[config.mk]
export PLATFORM = sky130hd
export DESIGN_NAME = flashProgSeq
export DESIGN_NICKNAME = d
export VERILOG_FILES = /design/src/rtl/flashSeqPkg.sv /design/src/rtl/flashSpiShifter.sv /design/src/rtl/flashSeqCtrl.sv /design/src/rtl/flashProgSeq.sv
export SDC_FILE = /design/constraint.sdc
export NUM_CORES = 1
export LEC_CHECK = 0
export BUFFER_PORTS_ARGS = -buffer_cell sky130_fd_sc_hd__buf_2
export CAP_MARGIN = 40
export CORE_ASPECT_RATIO = 0.9
export CORE_MARGIN = 3
export CORE_UTILIZATION = 60
export DETAILED_ROUTE_END_ITERATION = 16
export HOLD_SLACK_MARGIN = 0.08
export PLACE_DENSITY = 0.91
export SYNTH_ARGS = -nofsm -noshare
export SYNTH_HDL_FRONTEND = slang
export SYNTH_SLANG_ARGS = --single-unit
[constraint.sdc]
create_clock -name clk -period 7.5 [get_ports clk]
set_input_delay 1.875 -clock clk [delete_from_list [all_inputs] [get_ports clk]]
set_output_delay 1.875 -clock clk [all_outputs]
set_load 0.02 [all_outputs]
[src/rtl/flashSeqPkg.sv]
package flashSeqPkg;

  // Command bytes understood by the attached flash
  localparam logic [7:0] OP_WREN        = 8'h06;
  localparam logic [7:0] OP_SECT_ERASE  = 8'h20;
  localparam logic [7:0] OP_PAGE_PROG   = 8'h02;
  localparam logic [7:0] OP_READ_STATUS = 8'h05;

  localparam int PAGE_BYTES  = 256;
  localparam int ADDR_BYTES  = 3;

  // Strobes from the control FSM to the SPI datapath
  typedef struct packed {
    logic       send;    // load txByte and shift one byte
    logic       csOn;    // drop chip select together with send
    logic       csOff;   // raise chip select, start deselect timer
    logic [7:0] txByte;
  } spiStrobe_t;

  typedef enum logic [1:0] {
    FR_WREN,
    FR_ERASE,
    FR_PROG,
    FR_POLL
  } frameKind_t;

  typedef enum logic [2:0] {
    ST_IDLE,
    ST_PLAN,
    ST_FRAME,
    ST_DONE,
    ST_FAIL
  } seqState_t;

endpackage

[src/rtl/flashSpiShifter.sv]
module flashSpiShifter
  import flashSeqPkg::*;
#(
  parameter int HALF_DIV  = 2,  // system cycles per SCLK half period
  parameter int DESEL_CYC = 8   // requested chip-select high time
) (
  input  logic       clk,
  input  logic       rstN,
  input  spiStrobe_t strb,
  output logic       ready,
  output logic [7:0] rxByte,
  output logic       sclk,
  output logic       csN,
  output logic       mosi,
  input  logic       miso
);

  localparam int DIV_W     = (HALF_DIV > 1) ? $clog2(HALF_DIV) : 1;
  localparam int DESEL_MIN = 2 * HALF_DIV;
  localparam int DESEL_EFF = (DESEL_CYC > DESEL_MIN) ? DESEL_CYC : DESEL_MIN;
  localparam int DSL_W     = $clog2(DESEL_EFF + 1);

  logic [DIV_W-1:0] divCnt;
  logic [2:0]       bitCnt;
  logic             active;
  logic [7:0]       txSh;
  logic [7:0]       rxSh;
  logic [DSL_W-1:0] deselCnt;
  logic             halfTick;

  assign halfTick = (divCnt == DIV_W'(HALF_DIV - 1));
  assign ready    = !active && (deselCnt == '0);
  assign rxByte   = rxSh;
  assign mosi     = txSh[7];

  always_ff @(posedge clk or negedge rstN) begin
    if (!rstN) begin
      divCnt   <= '0;
      bitCnt   <= '0;
      active   <= 1'b0;
      txSh     <= '0;
      rxSh     <= '0;
      sclk     <= 1'b0;
      csN      <= 1'b1;
      deselCnt <= '0;
    end else begin
      if (strb.send) begin
        txSh   <= strb.txByte;
        active <= 1'b1;
        divCnt <= '0;
        bitCnt <= '0;
        sclk   <= 1'b0;
        if (strb.csOn) csN <= 1'b0;
      end else if (active) begin
        if (halfTick) begin
          divCnt <= '0;
          if (!sclk) begin
            // rising edge: capture the flash output
            sclk <= 1'b1;
            rxSh <= {rxSh[6:0], miso};
          end else begin
            // falling edge: present the next bit
            sclk   <= 1'b0;
            txSh   <= {txSh[6:0], 1'b0};
            bitCnt <= bitCnt + 3'd1;
            if (bitCnt == 3'd7) active <= 1'b0;
          end
        end else begin
          divCnt <= divCnt + DIV_W'(1);
        end
      end

      if (strb.csOff) begin
        csN      <= 1'b1;
        deselCnt <= DSL_W'(DESEL_EFF);
      end else if (deselCnt != '0) begin
        deselCnt <= deselCnt - DSL_W'(1);
      end
    end
  end

endmodule

[src/rtl/flashSeqCtrl.sv]
module flashSeqCtrl
  import flashSeqPkg::*;
#(
  parameter int LEN_W    = 16,
  parameter int POLL_MAX = 1000
) (
  input  logic             clk,
  input  logic             rstN,
  input  logic             start,
  input  logic [23:0]      startAddr,
  input  logic [LEN_W-1:0] byteLen,
  input  logic             dataVld,
  input  logic [7:0]       dataIn,
  input  logic             ready,
  input  logic [7:0]       rxByte,
  output spiStrobe_t       strb,
  output logic             dataReq,
  output logic             busy,
  output logic             done,
  output logic             error
);

  localparam int CMP_W = (LEN_W > 9) ? LEN_W : 9;
  localparam int PC_W  = $clog2(POLL_MAX + 1);
  localparam int HDR_N = 1 + ADDR_BYTES;

  seqState_t        state;
  frameKind_t       kind;
  logic [9:0]       byteIdx;
  logic [23:0]      curAddr;
  logic [LEN_W-1:0] remaining;
  logic [11:0]      lastSector;
  logic             anyErased;
  logic             eraseStep;
  logic [PC_W-1:0]  pollCnt;

  logic [8:0]       pageRoom;
  logic [CMP_W-1:0] remExt;
  logic [8:0]       chunkLen;
  logic [9:0]       frameLen;
  logic [23:0]      frameAddr;
  logic [7:0]       hdrByte;
  logic             statusBusy;
  logic             unusedStatus;

  assign statusBusy   = rxByte[0];
  assign unusedStatus = ^rxByte[7:1];

  // Bytes to the end of the current page, capped by what is left
  assign pageRoom = 9'd256 - {1'b0, curAddr[7:0]};
  assign remExt   = CMP_W'(remaining);
  assign chunkLen = (remExt < CMP_W'(pageRoom)) ? 9'(remExt) : pageRoom;

  always_comb begin
    case (kind)
      FR_WREN:  frameLen = 10'd1;
      FR_ERASE: frameLen = 10'(HDR_N);
      FR_POLL:  frameLen = 10'd2;
      default:  frameLen = 10'(HDR_N) + {1'b0, chunkLen};
    endcase
  end

  assign frameAddr = (kind == FR_ERASE) ? {curAddr[23:12], 12'h000} : curAddr;

  always_comb begin
    hdrByte = 8'h00;
    case (byteIdx)
      10'd0: begin
        case (kind)
          FR_WREN:  hdrByte = OP_WREN;
          FR_ERASE: hdrByte = OP_SECT_ERASE;
          FR_PROG:  hdrByte = OP_PAGE_PROG;
          default:  hdrByte = OP_READ_STATUS;
        endcase
      end
      10'd1:   hdrByte = (kind == FR_POLL) ? 8'h00 : frameAddr[23:16];
      10'd2:   hdrByte = frameAddr[15:8];
      10'd3:   hdrByte = frameAddr[7:0];
      default: hdrByte = 8'h00;
    endcase
  end

  // Strobe generation: one action per cycle, only while the shifter is free
  always_comb begin
    strb    = '0;
    dataReq = 1'b0;
    if (state == ST_FRAME && ready) begin
      if (byteIdx == frameLen) begin
        strb.csOff = 1'b1;
      end else if (kind == FR_PROG && byteIdx >= 10'(HDR_N)) begin
        dataReq = 1'b1;
        if (dataVld) begin
          strb.send   = 1'b1;
          strb.txByte = dataIn;
        end
      end else begin
        strb.send   = 1'b1;
        strb.csOn   = (byteIdx == 10'd0);
        strb.txByte = hdrByte;
      end
    end
  end

  assign busy = (state != ST_IDLE);

  always_ff @(posedge clk or negedge rstN) begin
    if (!rstN) begin
      state      <= ST_IDLE;
      kind       <= FR_WREN;
      byteIdx    <= '0;
      curAddr    <= '0;
      remaining  <= '0;
      lastSector <= '0;
      anyErased  <= 1'b0;
      eraseStep  <= 1'b0;
      pollCnt    <= '0;
      done       <= 1'b0;
      error      <= 1'b0;
    end else begin
      done <= 1'b0;
      case (state)
        ST_IDLE: begin
          if (start) begin
            curAddr   <= startAddr;
            remaining <= byteLen;
            anyErased <= 1'b0;
            error     <= 1'b0;
            state     <= (byteLen == '0) ? ST_DONE : ST_PLAN;
          end
        end

        ST_PLAN: begin
          byteIdx <= '0;
          kind    <= FR_WREN;
          state   <= ST_FRAME;
          if (!anyErased || curAddr[23:12] != lastSector) begin
            eraseStep  <= 1'b1;
            lastSector <= curAddr[23:12];
            anyErased  <= 1'b1;
          end else begin
            eraseStep <= 1'b0;
          end
        end

        ST_FRAME: begin
          if (strb.send) begin
            byteIdx <= byteIdx + 10'd1;
          end else if (strb.csOff) begin
            byteIdx <= '0;
            case (kind)
              FR_WREN:  kind <= eraseStep ? FR_ERASE : FR_PROG;
              FR_ERASE: begin
                kind    <= FR_POLL;
                pollCnt <= '0;
              end
              FR_PROG: begin
                kind      <= FR_POLL;
                pollCnt   <= '0;
                curAddr   <= curAddr + 24'(chunkLen);
                remaining <= LEN_W'(remExt - CMP_W'(chunkLen));
              end
              default: begin
                if (!statusBusy) begin
                  if (eraseStep) begin
                    eraseStep <= 1'b0;
                    kind      <= FR_WREN;
                  end else begin
                    state <= (remaining == '0) ? ST_DONE : ST_PLAN;
                  end
                end else if (pollCnt == PC_W'(POLL_MAX - 1)) begin
                  state <= ST_FAIL;
                end else begin
                  pollCnt <= pollCnt + PC_W'(1);
                end
              end
            endcase
          end
        end

        ST_DONE: begin
          done  <= 1'b1;
          state <= ST_IDLE;
        end

        default: begin
          error <= 1'b1;
          state <= ST_IDLE;
        end
      endcase
    end
  end

endmodule

[src/rtl/flashProgSeq.sv]
module flashProgSeq
  import flashSeqPkg::*;
#(
  parameter int HALF_DIV  = 2,
  parameter int DESEL_CYC = 8,
  parameter int LEN_W     = 16,
  parameter int POLL_MAX  = 1000
) (
  input  logic             clk,
  input  logic             rstN,
  input  logic             start,
  input  logic [23:0]      startAddr,
  input  logic [LEN_W-1:0] byteLen,
  output logic             busy,
  output logic             done,
  output logic             error,
  output logic             dataReq,
  input  logic             dataVld,
  input  logic [7:0]       dataIn,
  output logic             sclk,
  output logic             csN,
  output logic             mosi,
  input  logic             miso
);

  spiStrobe_t strb;
  logic       ready;
  logic [7:0] rxByte;

  flashSeqCtrl #(
    .LEN_W   (LEN_W),
    .POLL_MAX(POLL_MAX)
  ) ctrl (
    .clk      (clk),
    .rstN     (rstN),
    .start    (start),
    .startAddr(startAddr),
    .byteLen  (byteLen),
    .dataVld  (dataVld),
    .dataIn   (dataIn),
    .ready    (ready),
    .rxByte   (rxByte),
    .strb     (strb),
    .dataReq  (dataReq),
    .busy     (busy),
    .done     (done),
    .error    (error)
  );

  flashSpiShifter #(
    .HALF_DIV (HALF_DIV),
    .DESEL_CYC(DESEL_CYC)
  ) shifter (
    .clk   (clk),
    .rstN  (rstN),
    .strb  (strb),
    .ready (ready),
    .rxByte(rxByte),
    .sclk  (sclk),
    .csN   (csN),
    .mosi  (mosi),
    .miso  (miso)
  );

endmodule

==> results_tabular.tex, run 1 <==
\begin{tabular}{lr}
\hline
Metric & Value \\
\hline
\multicolumn{2}{l}{\textbf{Outcome}} \\
Status & completed \\
\multicolumn{2}{l}{\textbf{Synth}} \\
Sequential cell area fraction in the yosys report & 0.3237 \\
Most frequently used flop master after synthesis & sky130\_fd\_sc\_hd\_\_dfrtp\_1 \\
Synth Register Bits & 101 \\
Compound-Gate Fraction of Synth Area & 0.2213 \\
Multiplexer fraction of the synthesized cell area & 0.06038 \\
Basic-gate share of the synthesized area counting and, or, nand and nor cells & 0.2144 \\
Cell count after synthesis & 918 \\
Dominant combinational cell family by area after synthesis & compound AO/OA/AOI/OAI gates \\
Cell area after technology mapping & 0.007812 sq mm \\
Number of different library cells in the post-synthesis netlist & 79 \\
Adder and majority gate portion of the synthesized area & 0.07079 \\
Area share of xor/xnor cells in the synthesized design & 0.05157 \\
Share of synthesized registers carrying an async set or reset & 1.000 \\
EDFF count, synth & 0 \\
Syn avg cell area & 8.510 sq um \\
Yosys Warn Count & 0 \\
Post-synthesis net count & 1014 \\
\multicolumn{2}{l}{\textbf{Setup path}} \\
Register-to-Register Path Depth & 26 \\
Highest fanout seen on the critical path & 10 \\
Type of the worst setup path & flip-flop to output pin \\
Kind of capture point of the worst setup path & output pin \\
Startpoint type of the worst setup path & flip-flop \\
Critical path required time & 5.62 ns \\
Worst Path Arrival & 5.36 ns \\
\multicolumn{2}{l}{\textbf{CTS}} \\
Number of clock sinks seen by CTS & 101 \\
CTS H-tree depth & 3 \\
Clock tree from TritonCTS & yes \\
Maximum clock insertion buffer count & 2 \\
Clock edge transition at the registers on the reported setup and hold paths & 0.07 ns \\
Clk root buf & sky130\_fd\_sc\_hd\_\_clkbuf\_16 \\
CTS Hold Bufs & 0 \\
Clk Latency, worst-skew pair & 0.36 ns \\
Inserted Clock Buffers & 9 \\
\multicolumn{2}{l}{\textbf{Floorplan}} \\
Height of the die & 114.3 microns \\
Horiz. Die Dim & 126.3 microns \\
Die Outline Area & 0.01443 sq mm \\
Starting density of the core & 0.6296 \\
Row Count & 38 \\
Core region area & 0.01241 sq mm \\
Number of placed I/O pins & 60 \\
\multicolumn{2}{l}{\textbf{Final layout}} \\
Antenna diodes & 0 \\
Area Overhead vs Synth & 8.857\% \\
Commonest non-fill, non-tap cells in the layout & 108 x sky130\_fd\_sc\_hd\_\_nand2\_1, 97 x sky130\_fd\_sc\_hd\_\_dfrtp\_1, 60 x sky130\_fd\_sc\_hd\_\_o21ai\_0 \\
Final core area utilization & 0.6853 \\
Most frequent standard cell in the layout excluding fill and tap cells & sky130\_fd\_sc\_hd\_\_nand2\_1 \\
Final net count & 1043 \\
Share of post-route cells with drive strength above 1 & 0.1492 \\
\multicolumn{2}{l}{\textbf{Pwr}} \\
Worst voltage drop across the vdd grid & 0.2373 mV \\
Power density over the cells & 453.4 mW/mm\^{}2 \\
Reported leakage power & 3.685 nW \\
\multicolumn{2}{l}{\textbf{Detailed routing}} \\
Overall via count from detail\_route & 7397 \\
Remaining routing DRC violations & 0 \\
Number of detailed-route iterations in the first pass & 6 \\
Routed met1 length & 9.070 mm \\
Met3 wire length & 2.294 mm \\
Detail Route met2 WL & 9.756 mm \\
Number of DRC markers after the initial detailed-route iteration & 762 \\
Routed wire per std cell & 19.66 microns \\
Vias per cell & 6.652 \\
Post-detailed-routing wire length & 21.87 mm \\
Detail Route Antenna Nets & 0 \\
Highest routed metal layer & met4 \\
\multicolumn{2}{l}{\textbf{Global routing}} \\
Number of global-route vias before repair & 6859 \\
Wire length of the first global-routing pass & 35.45 mm \\
Initial antenna violation count & 0 \\
Tot GR Track Use & 0.3059 \\
Pin count of the biggest net entering global routing & 54 \\
Total grt overflow & 0 \\
\multicolumn{2}{l}{\textbf{STA}} \\
Setup repair after global routing missed its margin & no \\
Final setup violation count & 0 \\
Number of max-slew violations in the final report & 0 \\
Final period util & 0.9643 \\
Worst-margin pin slew & 0.9864 ns \\
FMAX & 138.3 MHz \\
Max transition margin & 0.3410 \\
Final Hold Fails & 0 \\
Setup TNS & 0 ns \\
Largest clock skew in the final design & 0.007325 ns \\
Final critical-path required period & 7.232 ns \\
\multicolumn{2}{l}{\textbf{Hold path}} \\
Worst hold path cell count & 1 \\
Worst min-delay path class & flip-flop to flip-flop \\
\multicolumn{2}{l}{\textbf{Run}} \\
Total of max-cap violations & 0 \\
\multicolumn{2}{l}{\textbf{Placed design}} \\
Number of input and output port buffers inserted & 59 \\
Placer's final routability congestion estimate & 0.9648 \\
DP HPWL & 16.19 mm \\
\hline
\end{tabular}
-- power breakdown --
part / internal, mW / leakage, nW / switching (mW)
Clock: 0.229 / 0.129 / 0.219
Sequential: 0.754 / 1.23 / 0.355
Combinational: 0.990 / 2.32 / 1.31
-- final cells by class --
cell class                 instances  area (sq um)
clock buffer                      12         236.5
clock inverter                     4         32.53
fill                            1007          3905
inverter                          50         187.7
multi-input combinational        711          4892
sequential                       101          2532
tap                              160         200.2
timing repair buffer              74         422.9
-- synth_stat cells (all sizes together), types with 19 or more instances --
master	instances	area, sq um
mux2	30	341.6
ha	41	513.0
dfrtp	100	2502
nor4	27	168.9
buf	22	136.4
a21oi	41	205.2
inv	49	183.9
o21ai	65	325.3
nand2	108	405.4
xor2	19	166.4
xnor2	27	236.5
nor2	56	217.7
nand3	27	135.1
clkbuf	34	127.6
-- registers in the layout, summed over array words and instances, names as in the netlist --
name              cells
ctrl.curAddr         24
ctrl.remExt          16
ctrl.lastSector      12
ctrl.byteIdx         10
ctrl.pollCnt         10
shifter.txSh          8
shifter.deselCnt      4
ctrl.state            3
shifter.bitCnt        3
ctrl.kind             2
ctrl.anyErased        1
ctrl.done             1
ctrl.eraseStep        1
ctrl.error            1
shifter.active        1
shifter.csN           1
shifter.divCnt        1
shifter.rxByte        1
shifter.sclk          1
-- stage by stage --
stage / area (sq um) / std cells / setup WS (ns) / hold slack, ns / power, mW
after floorplan: 7812 / 918 / 0.6253 / 0.4494 / 2.742
after global placement: 8152 / 1093 / 0.3916 / 0.4642 / 3.235
after detailed placement: 8152 / 1093 / 0.2997 / 0.4694 / 3.300
after CTS: 8434 / 1109 / 0.04861 / 0.4851 / 3.767
after global routing: 8504 / 1112 / 0.02589 / 0.5065 / 4.132
final: 8504 / 1112 / 0.2679 / 0.4820 / 3.856
-- logic make-up after synthesis --
| family | count (synthesis) |
|---|---|
| muxes | 43 |
| and+or+nand+nor | 331 |
| adders and majority gates | 43 |
| xor gates and xnor gates | 46 |
| buffers and inverters | 106 |
| DFF | 101 |
| AOI/OAI and AO/OA | 248 |
-- worst paths after layout --
check                                               endpoint                         from  slack [ns]
worst max-delay path                                 dataReq  ctrl.curAddr[1]$_DFFE_PN0P_        0.27
worst min-delay path              ctrl.anyErased$_DFFE_PN0P_   ctrl.anyErased$_DFFE_PN0P_        0.48
worst min register to register    ctrl.anyErased$_DFFE_PN0P_   ctrl.anyErased$_DFFE_PN0P_        0.48
worst max register to register  ctrl.curAddr[11]$_DFFE_PN0P_  ctrl.curAddr[1]$_DFFE_PN0P_        1.13
min in group asynchronous         ctrl.remExt[6]$_DFFE_PN0P_                         rstN        1.53
max in group asynchronous        ctrl.curAddr[1]$_DFFE_PN0P_                         rstN        4.79
-- repair_timing --
| action | in CTS | in global routing |
|---|---|---|
| hold endpoints to repair | 0 | 0 |
| gates cloned | 0 | 0 |
| pin swaps | 0 | 1 |
| buffers inserted | 0 | 3 |
| endpoints found under the setup margin | 1 | 1 |
| gates resized for setup | 3 | 14 |
-- metal layers --
metal  vias up  global-route usage
li1       3404                   -
met1      3509              0.4251
met2       420              0.4683
met3        64             0.07789
met4         0              0.1072
met5         -                   0
-- critical path, stage by stage (launching register included) --
cell                        delay, ns
sky130_fd_sc_hd__dfrtp_2         0.46
sky130_fd_sc_hd__inv_1           0.09
sky130_fd_sc_hd__ha_1            0.16
sky130_fd_sc_hd__nor2b_2         0.19
sky130_fd_sc_hd__nand2_1         0.12
sky130_fd_sc_hd__or3_1           0.38
sky130_fd_sc_hd__ha_1            0.22
sky130_fd_sc_hd__nor4_2          0.17
sky130_fd_sc_hd__and2_1          0.24
sky130_fd_sc_hd__nand2b_1        0.18
sky130_fd_sc_hd__nand2_1         0.13
sky130_fd_sc_hd__buf_4           0.18
sky130_fd_sc_hd__nand2_1         0.06
sky130_fd_sc_hd__o21ai_0         0.18
sky130_fd_sc_hd__ha_2            0.29
sky130_fd_sc_hd__inv_1           0.09
sky130_fd_sc_hd__a2111oi_1       0.31
sky130_fd_sc_hd__a31o_2          0.18
sky130_fd_sc_hd__xnor2_1         0.12
sky130_fd_sc_hd__a2111oi_2       0.41
sky130_fd_sc_hd__a32oi_1         0.19
sky130_fd_sc_hd__a2111oi_4       0.42
sky130_fd_sc_hd__nor3_1          0.07
sky130_fd_sc_hd__buf_2           0.16
Power figures use the tool's default switching activity.
==> inputs of run 2 (changes only) <==
- CORE_MARGIN: 3 -> 2
==> results_tabular.tex, run 2 (synthesis results as in run 1) <==
\begin{tabular}{lr}
\hline
Metric & Value \\
\hline
\multicolumn{2}{l}{\textbf{Placed design}} \\
Area after DPL & 0.008157 sq mm (was 0.008152 sq mm) \\
Number of input and output port buffers inserted & 59 (unchanged) \\
Setup Slack @ Placement & 0.2366 ns (was 0.2997 ns) \\
Placer's final routability congestion estimate & 0.9681 (was 0.9648) \\
DP HPWL & 16.21 mm (was 16.19 mm) \\
\multicolumn{2}{l}{\textbf{Floorplan}} \\
Die Outline Area & 0.01395 sq mm (was 0.01443 sq mm) \\
Height of the die & 112.3 microns (was 114.3 microns) \\
Number of placed I/O pins & 60 (unchanged) \\
Core region area & 0.01269 sq mm (was 0.01241 sq mm) \\
Row Count & 39 (was 38) \\
Starting density of the core & 0.6158 (was 0.6296) \\
Horiz. Die Dim & 124.3 microns (was 126.3 microns) \\
\multicolumn{2}{l}{\textbf{Pwr}} \\
Worst voltage drop across the vdd grid & 0.2128 mV (was 0.2373 mV) \\
Power density over the cells & 456.0 mW/mm\^{}2 (was 453.4 mW/mm\^{}2) \\
Total power of the final layout & 3.901 mW (was 3.856 mW) \\
Reported leakage power & 3.703 nW (was 3.685 nW) \\
\multicolumn{2}{l}{\textbf{CTS}} \\
CTS H-tree depth & 3 (unchanged) \\
Clk root buf & sky130\_fd\_sc\_hd\_\_clkbuf\_16 (unchanged) \\
Clock edge transition at the registers on the reported setup and hold paths & 0.08 ns (was 0.07 ns) \\
CTS Hold Bufs & 0 (unchanged) \\
Number of clock sinks seen by CTS & 101 (unchanged) \\
Clock tree from TritonCTS & yes (unchanged) \\
Maximum clock insertion buffer count & 2 (unchanged) \\
Clk Latency, worst-skew pair & 0.37 ns (was 0.36 ns) \\
Inserted Clock Buffers & 9 (unchanged) \\
\multicolumn{2}{l}{\textbf{STA}} \\
Crit path setup slack, layout & 0.4067 ns (was 0.2679 ns) \\
Max transition margin & 0.3172 (was 0.3410) \\
Final period util & 0.9458 (was 0.9643) \\
Worst-margin pin slew & 1.015 ns (was 0.9864 ns) \\
Final Hold Fails & 0 (unchanged) \\
FMAX & 141.0 MHz (was 138.3 MHz) \\
Largest clock skew in the final design & 0.01090 ns (was 0.007325 ns) \\
Setup TNS & 0 ns (unchanged) \\
Final-layout worst hold slack & 0.4844 ns (was 0.4820 ns) \\
Final setup violation count & 0 (unchanged) \\
Final critical-path required period & 7.093 ns (was 7.232 ns) \\
Number of max-slew violations in the final report & 0 (unchanged) \\
\multicolumn{2}{l}{\textbf{Final layout}} \\
Top register by number of flip-flops & ctrl.curAddr (unchanged) \\
Number of flip-flops under the largest register name & 24 (unchanged) \\
Area Overhead vs Synth & 9.513\% (was 8.857\%) \\
Commonest non-fill, non-tap cells in the layout & 107 x sky130\_fd\_sc\_hd\_\_nand2\_1, 97 x sky130\_fd\_sc\_hd\_\_dfrtp\_1, 59 x sky130\_fd\_sc\_hd\_\_o21ai\_0 (was 108 x sky130\_fd\_sc\_hd\_\_nand2\_1, 97 x sky130\_fd\_sc\_hd\_\_dfrtp\_1, 60 x sky130\_fd\_sc\_hd\_\_o21ai\_0) \\
Final net count & 1044 (was 1043) \\
Share of post-route cells with drive strength above 1 & 0.1532 (was 0.1492) \\
Finished layout cell area & 0.008556 sq mm (was 0.008504 sq mm) \\
Most frequent standard cell in the layout excluding fill and tap cells & sky130\_fd\_sc\_hd\_\_nand2\_1 (unchanged) \\
\multicolumn{2}{l}{\textbf{Setup path}} \\
Type of the worst setup path & flip-flop to output pin (unchanged) \\
Critical path required time & 5.62 ns (about the same) \\
Worst Path Arrival & 5.22 ns (was 5.36 ns) \\
Startpoint type of the worst setup path & flip-flop (unchanged) \\
Highest fanout seen on the critical path & 9 (was 10) \\
Kind of capture point of the worst setup path & output pin (unchanged) \\
\multicolumn{2}{l}{\textbf{Outcome}} \\
Status & completed (unchanged) \\
\multicolumn{2}{l}{\textbf{Detailed routing}} \\
Number of detailed-route iterations in the first pass & 6 (unchanged) \\
Detail Route Antenna Nets & 0 (unchanged) \\
Routed wire per std cell & 19.61 microns (was 19.66 microns) \\
Number of DRC markers after the initial detailed-route iteration & 919 (was 762) \\
Overall via count from detail\_route & 7354 (was 7397) \\
Vias per cell & 6.578 (was 6.652) \\
Post-detailed-routing wire length & 21.93 mm (was 21.87 mm) \\
Remaining routing DRC violations & 0 (unchanged) \\
\multicolumn{2}{l}{\textbf{Run}} \\
Total of max-cap violations & 0 (unchanged) \\
\multicolumn{2}{l}{\textbf{Global routing}} \\
Tot GR Track Use & 0.3177 (was 0.3059) \\
Wire length of the first global-routing pass & 35.80 mm (was 35.45 mm) \\
Number of global-route vias before repair & 6969 (was 6859) \\
Total grt overflow & 0 (unchanged) \\
Initial antenna violation count & 0 (unchanged) \\
Pin count of the biggest net entering global routing & 61 (was 54) \\
\multicolumn{2}{l}{\textbf{Hold path}} \\
Worst min-delay path class & flip-flop to flip-flop (unchanged) \\
\hline
\end{tabular}
-- run 2: power breakdown --
group | total (mW) | switching [mW] | internal, mW
clock | 0.474 | 0.238 | 0.236
sequential | 1.10 | 0.347 | 0.754
combinational | 2.33 | 1.33 | 0.993
-- run 2: critical path, stage by stage, from the launching register on --
cell                        delay, ns
sky130_fd_sc_hd__dfrtp_2         0.45
sky130_fd_sc_hd__inv_1           0.13
sky130_fd_sc_hd__ha_4            0.19
sky130_fd_sc_hd__nor2b_2         0.19
sky130_fd_sc_hd__nand2_1         0.11
sky130_fd_sc_hd__xor2_2          0.18
sky130_fd_sc_hd__inv_1           0.08
sky130_fd_sc_hd__ha_1            0.27
sky130_fd_sc_hd__nand2_1         0.07
sky130_fd_sc_hd__a211o_1         0.30
sky130_fd_sc_hd__o211a_4         0.30
sky130_fd_sc_hd__nor2_4          0.16
sky130_fd_sc_hd__mux2_4          0.34
sky130_fd_sc_hd__inv_1           0.09
sky130_fd_sc_hd__ha_1            0.20
sky130_fd_sc_hd__inv_1           0.11
sky130_fd_sc_hd__a2111oi_2       0.21
sky130_fd_sc_hd__a31o_2          0.16
sky130_fd_sc_hd__xnor2_1         0.14
sky130_fd_sc_hd__a2111oi_2       0.37
sky130_fd_sc_hd__a32oi_2         0.20
sky130_fd_sc_hd__a2111oi_4       0.35
sky130_fd_sc_hd__nor3_1          0.07
sky130_fd_sc_hd__buf_2           0.16
-- run 2: final cells by class --
cell class / count / area, sq um
sequential: 101 / 2532
fill: 982 / 4131
multi-input combinational: 711 / 4900
clock inverter: 7 / 72.57
clock buffer: 9 / 225.2
timing repair buffer: 75 / 430.4
antenna: 1 / 2.502
inverter: 50 / 187.7
tap: 164 / 205.2
-- run 2: worst paths after layout --
check	from	to	slack (ns)	cells past startpoint
max	ctrl.curAddr[1]$_DFFE_PN0P_	dataReq	0.41	23
min	ctrl.anyErased$_DFFE_PN0P_	ctrl.anyErased$_DFFE_PN0P_	0.48	1
max reg2reg	ctrl.curAddr[1]$_DFFE_PN0P_	ctrl.pollCnt[2]$_DFFE_PN0P_	1.29	25
min reg2reg	ctrl.anyErased$_DFFE_PN0P_	ctrl.anyErased$_DFFE_PN0P_	0.48	1
max in group asynchronous	rstN	ctrl.curAddr[1]$_DFFE_PN0P_	4.79	2
min in group asynchronous	rstN	ctrl.remExt[11]$_DFFE_PN0P_	1.49	1
-- run 2: routing by layer --
layer / wire length, microns / vias to the layer above / track usage
li1: - / 3417 / -
met1: 9427 / 3492 / 0.4433
met2: 9821 / 373 / 0.4936
met3: 1771 / 72 / 0.04576
met4: 908 / 0 / 0.1461
met5: 0 / - / 0
-- run 2: repair_timing --
action | 4_1_cts | 5_1_grt
buffers inserted | 0 | 4
pin swaps | 0 | 4
gates resized for setup | 5 | 13
gates cloned | 0 | 0
setup endpoints to repair | 1 | 1
-- run 2: through the flow --
stage                 util  std cells
floorplan                -        918
global placement    0.6429       1097
detailed placement  0.6429       1097
CTS                 0.6673       1113
global route        0.6742       1117
finish              0.6744       1118
==> inputs of run 3 (changes only) <==
- CELL_PAD_IN_SITES_DETAIL_PLACEMENT: unset -> 0
- CELL_PAD_IN_SITES_GLOBAL_PLACEMENT: unset -> 1
- CORE_UTILIZATION: 60 -> 47
- PLACE_DENSITY: 0.91 -> 0.93
==> results_tabular.tex, run 3 (synthesis results as in run 1) <==
\begin{tabular}{lr}
\hline
Metric & Value \\
\hline
\multicolumn{2}{l}{\textbf{Setup path}} \\
Register-to-Register Path Depth & 25 (unchanged) \\
Critical path required time & 5.62 ns (about the same) \\
Startpoint type of the worst setup path & flip-flop (unchanged) \\
End of the worst register-to-register path & ctrl.pollCnt[2]\$\_DFFE\_PN0P\_ (unchanged) \\
Highest fanout seen on the critical path & 9 (unchanged) \\
Reg2reg start & ctrl.curAddr[0]\$\_DFFE\_PN0P\_ (was ctrl.curAddr[1]\$\_DFFE\_PN0P\_) \\
Worst Path Arrival & 5.34 ns (was 5.22 ns) \\
Setup slack of the most critical reg-to-reg path & 1.16 ns (was 1.29 ns) \\
Kind of capture point of the worst setup path & output pin (unchanged) \\
Type of the worst setup path & flip-flop to output pin (unchanged) \\
\multicolumn{2}{l}{\textbf{CTS}} \\
Maximum clock insertion buffer count & 2 (unchanged) \\
Clk Latency, worst-skew pair & 0.36 ns (was 0.37 ns) \\
Clk root buf & sky130\_fd\_sc\_hd\_\_clkbuf\_16 (unchanged) \\
Clock edge transition at the registers on the reported setup and hold paths & 0.07 ns (was 0.08 ns) \\
Inserted Clock Buffers & 9 (unchanged) \\
CTS Hold Bufs & 0 (unchanged) \\
Clock tree from TritonCTS & yes (unchanged) \\
CTS H-tree depth & 3 (unchanged) \\
Number of clock sinks seen by CTS & 101 (unchanged) \\
\multicolumn{2}{l}{\textbf{Hold path}} \\
Hold Path Origin & ctrl.anyErased\$\_DFFE\_PN0P\_ (unchanged) \\
Worst min-delay path class & flip-flop to flip-flop (unchanged) \\
Hold Crit Endpoint & ctrl.anyErased\$\_DFFE\_PN0P\_ (unchanged) \\
Worst hold path cell count & 1 (unchanged) \\
\multicolumn{2}{l}{\textbf{Floorplan}} \\
Row Count & 44 (was 39) \\
Starting density of the core & 0.4827 (was 0.6158) \\
Number of placed I/O pins & 60 (unchanged) \\
Die Outline Area & 0.01767 sq mm (was 0.01395 sq mm) \\
Core region area & 0.01619 sq mm (was 0.01269 sq mm) \\
Horiz. Die Dim & 139.9 microns (was 124.3 microns) \\
Height of the die & 126.3 microns (was 112.3 microns) \\
\multicolumn{2}{l}{\textbf{STA}} \\
Final setup violation count & 0 (unchanged) \\
Final-layout worst hold slack & 0.4905 ns (was 0.4844 ns) \\
FMAX & 138.7 MHz (was 141.0 MHz) \\
Worst-margin pin slew & 0.9066 ns (was 1.015 ns) \\
Number of max-slew violations in the final report & 0 (unchanged) \\
Largest clock skew in the final design & 0.007199 ns (was 0.01090 ns) \\
Final period util & 0.9614 (was 0.9458) \\
Final critical-path required period & 7.210 ns (was 7.093 ns) \\
Final Hold Fails & 0 (unchanged) \\
Max transition margin & 0.3943 (was 0.3172) \\
\multicolumn{2}{l}{\textbf{Final layout}} \\
Top register by number of flip-flops & ctrl.curAddr (unchanged) \\
Final core area utilization & 0.5315 (was 0.6744) \\
Commonest non-fill, non-tap cells in the layout & 107 x sky130\_fd\_sc\_hd\_\_nand2\_1, 100 x sky130\_fd\_sc\_hd\_\_dfrtp\_1, 59 x sky130\_fd\_sc\_hd\_\_o21ai\_0, 59 x sky130\_fd\_sc\_hd\_\_buf\_2, 52 x sky130\_fd\_sc\_hd\_\_nor2\_1 (was 107 x sky130\_fd\_sc\_hd\_\_nand2\_1, 97 x sky130\_fd\_sc\_hd\_\_dfrtp\_1, 59 x sky130\_fd\_sc\_hd\_\_o21ai\_0) \\
Number of flip-flops under the largest register name & 24 (unchanged) \\
Filler cell count in the final layout & 1552 (was 982) \\
Share of post-route cells with drive strength above 1 & 0.1509 (was 0.1532) \\
Area Overhead vs Synth & 10.11\% (was 9.513\%) \\
Finished layout cell area & 0.008602 sq mm (was 0.008556 sq mm) \\
Most frequent standard cell in the layout excluding fill and tap cells & sky130\_fd\_sc\_hd\_\_nand2\_1 (unchanged) \\
Antenna diodes & 0 (was 1) \\
Final net count & 1046 (was 1044) \\
\multicolumn{2}{l}{\textbf{Placed design}} \\
DP HPWL & 16.86 mm (was 16.21 mm) \\
Number of input and output port buffers inserted & 59 (unchanged) \\
Placer's final routability congestion estimate & 0.9428 (was 0.9681) \\
Area after DPL & 0.008238 sq mm (was 0.008157 sq mm) \\
\multicolumn{2}{l}{\textbf{Detailed routing}} \\
Number of DRC markers after the initial detailed-route iteration & 657 (was 919) \\
Remaining routing DRC violations & 0 (unchanged) \\
Vias per cell & 6.154 (was 6.578) \\
Overall via count from detail\_route & 7145 (was 7354) \\
Detail Route Antenna Nets & 0 (unchanged) \\
Post-detailed-routing wire length & 22.57 mm (was 21.93 mm) \\
Number of detailed-route iterations in the first pass & 7 (was 6) \\
Routed wire per std cell & 19.44 microns (was 19.61 microns) \\
\multicolumn{2}{l}{\textbf{Run}} \\
Total of max-cap violations & 0 (unchanged) \\
\multicolumn{2}{l}{\textbf{Global routing}} \\
Wire length of the first global-routing pass & 36.61 mm (was 35.80 mm) \\
Initial antenna violation count & 0 (unchanged) \\
Met1 track demand over resource in global routing & 0.3827 (was 0.4433) \\
Tot GR Track Use & 0.2605 (was 0.3177) \\
Total grt overflow & 0 (unchanged) \\
Pin count of the biggest net entering global routing & 63 (was 61) \\
Met3 layer usage reported by global route & 0.04417 (was 0.04576) \\
Number of global-route vias before repair & 6719 (was 6969) \\
Grt met2 use & 0.3968 (was 0.4936) \\
Most crowded layer after global routing & met2 (unchanged) \\
\multicolumn{2}{l}{\textbf{Pwr}} \\
Power density over the cells & 449.2 mW/mm\^{}2 (was 456.0 mW/mm\^{}2) \\
Worst voltage drop across the vdd grid & 0.2357 mV (was 0.2128 mV) \\
Reported leakage power & 3.700 nW (was 3.703 nW) \\
Total power of the final layout & 3.864 mW (was 3.901 mW) \\
\multicolumn{2}{l}{\textbf{Outcome}} \\
Status & completed (unchanged) \\
\hline
\end{tabular}
run 3: power by group:
| part | internal (mW) | switching [mW] |
|---|---|---|
| combinational | 0.988 | 1.32 |
| clock | 0.235 | 0.217 |
| sequential | 0.753 | 0.349 |
run 3: worst max path at each step:
stage | from | endpoint | slack, ns | depth (start not counted)
2_1_floorplan | ctrl.curAddr[0]$_DFFE_PN0P_ | dataReq | 0.63 | 25
3_3_place_gp | ctrl.curAddr[0]$_DFFE_PN0P_ | dataReq | 0.35 | 23
3_5_place_dp | ctrl.curAddr[0]$_DFFE_PN0P_ | dataReq | 0.26 | 23
4_1_cts | ctrl.curAddr[0]$_DFFE_PN0P_ | dataReq | 0.02 | 23
5_1_grt | ctrl.curAddr[0]$_DFFE_PN0P_ | dataReq | -0.09 | 23
6_report | ctrl.curAddr[0]$_DFFE_PN0P_ | dataReq | 0.29 | 23
run 3: layer usage:
layer	share of wire	up-vias
li1	-	3406
met1	0.46	3429
met2	0.45	275
met3	0.073	35
met4	0.022	0
met5	0	-
run 3: cell type report:
type | count | area (sq um) | area share
Multi-Input combinational cell | 711 | 4901 | 0.5697
Sequential cell | 101 | 2529 | 0.2940
Timing Repair Buffer | 77 | 450.4 | 0.05236
Tap cell | 207 | 259.0 | 0.03011
Clock buffer | 11 | 242.7 | 0.02822
Inverter | 50 | 187.7 | 0.02182
Clock inverter | 4 | 32.53 | 0.003782
run 3: through the flow:
stage	worst slack [ns]	setup TNS (ns)	cells
after floorplan	0.6253	0	918
after global placement	0.3452	0	1141
after detailed placement	0.2559	0	1143
after CTS	0.02432	0	1158
after global routing	-0.09218	-0.09218	1161
final	0.2897	0	1161
run 3: worst max-delay path, stage by stage (launching register included):
cell and delay, ns:
sky130_fd_sc_hd__dfrtp_1 0.38, sky130_fd_sc_hd__inv_1 0.10, sky130_fd_sc_hd__ha_2 0.26, sky130_fd_sc_hd__nor2b_2 0.22, sky130_fd_sc_hd__nand2_1 0.12, sky130_fd_sc_hd__xor2_2 0.21, sky130_fd_sc_hd__inv_1 0.09, sky130_fd_sc_hd__ha_1 0.28
sky130_fd_sc_hd__nand2_1 0.09, sky130_fd_sc_hd__a211o_1 0.32, sky130_fd_sc_hd__o211a_4 0.32, sky130_fd_sc_hd__nor2_4 0.13, sky130_fd_sc_hd__mux2_4 0.33, sky130_fd_sc_hd__inv_1 0.10, sky130_fd_sc_hd__ha_2 0.21, sky130_fd_sc_hd__inv_1 0.11
sky130_fd_sc_hd__a2111oi_2 0.24, sky130_fd_sc_hd__a31o_2 0.18, sky130_fd_sc_hd__xnor2_2 0.11, sky130_fd_sc_hd__a2111oi_2 0.38, sky130_fd_sc_hd__a32oi_1 0.19, sky130_fd_sc_hd__a2111oi_4 0.37, sky130_fd_sc_hd__nor3_1 0.07, sky130_fd_sc_hd__buf_2 0.16
run 3: timing repair:
| action | in CTS | in global routing |
|---|---|---|
| endpoints found under the setup margin | 1 | 1 |
| gates resized for setup | 6 | 10 |
| pin swaps | 0 | 2 |
| buffers inserted | 0 | 2 |
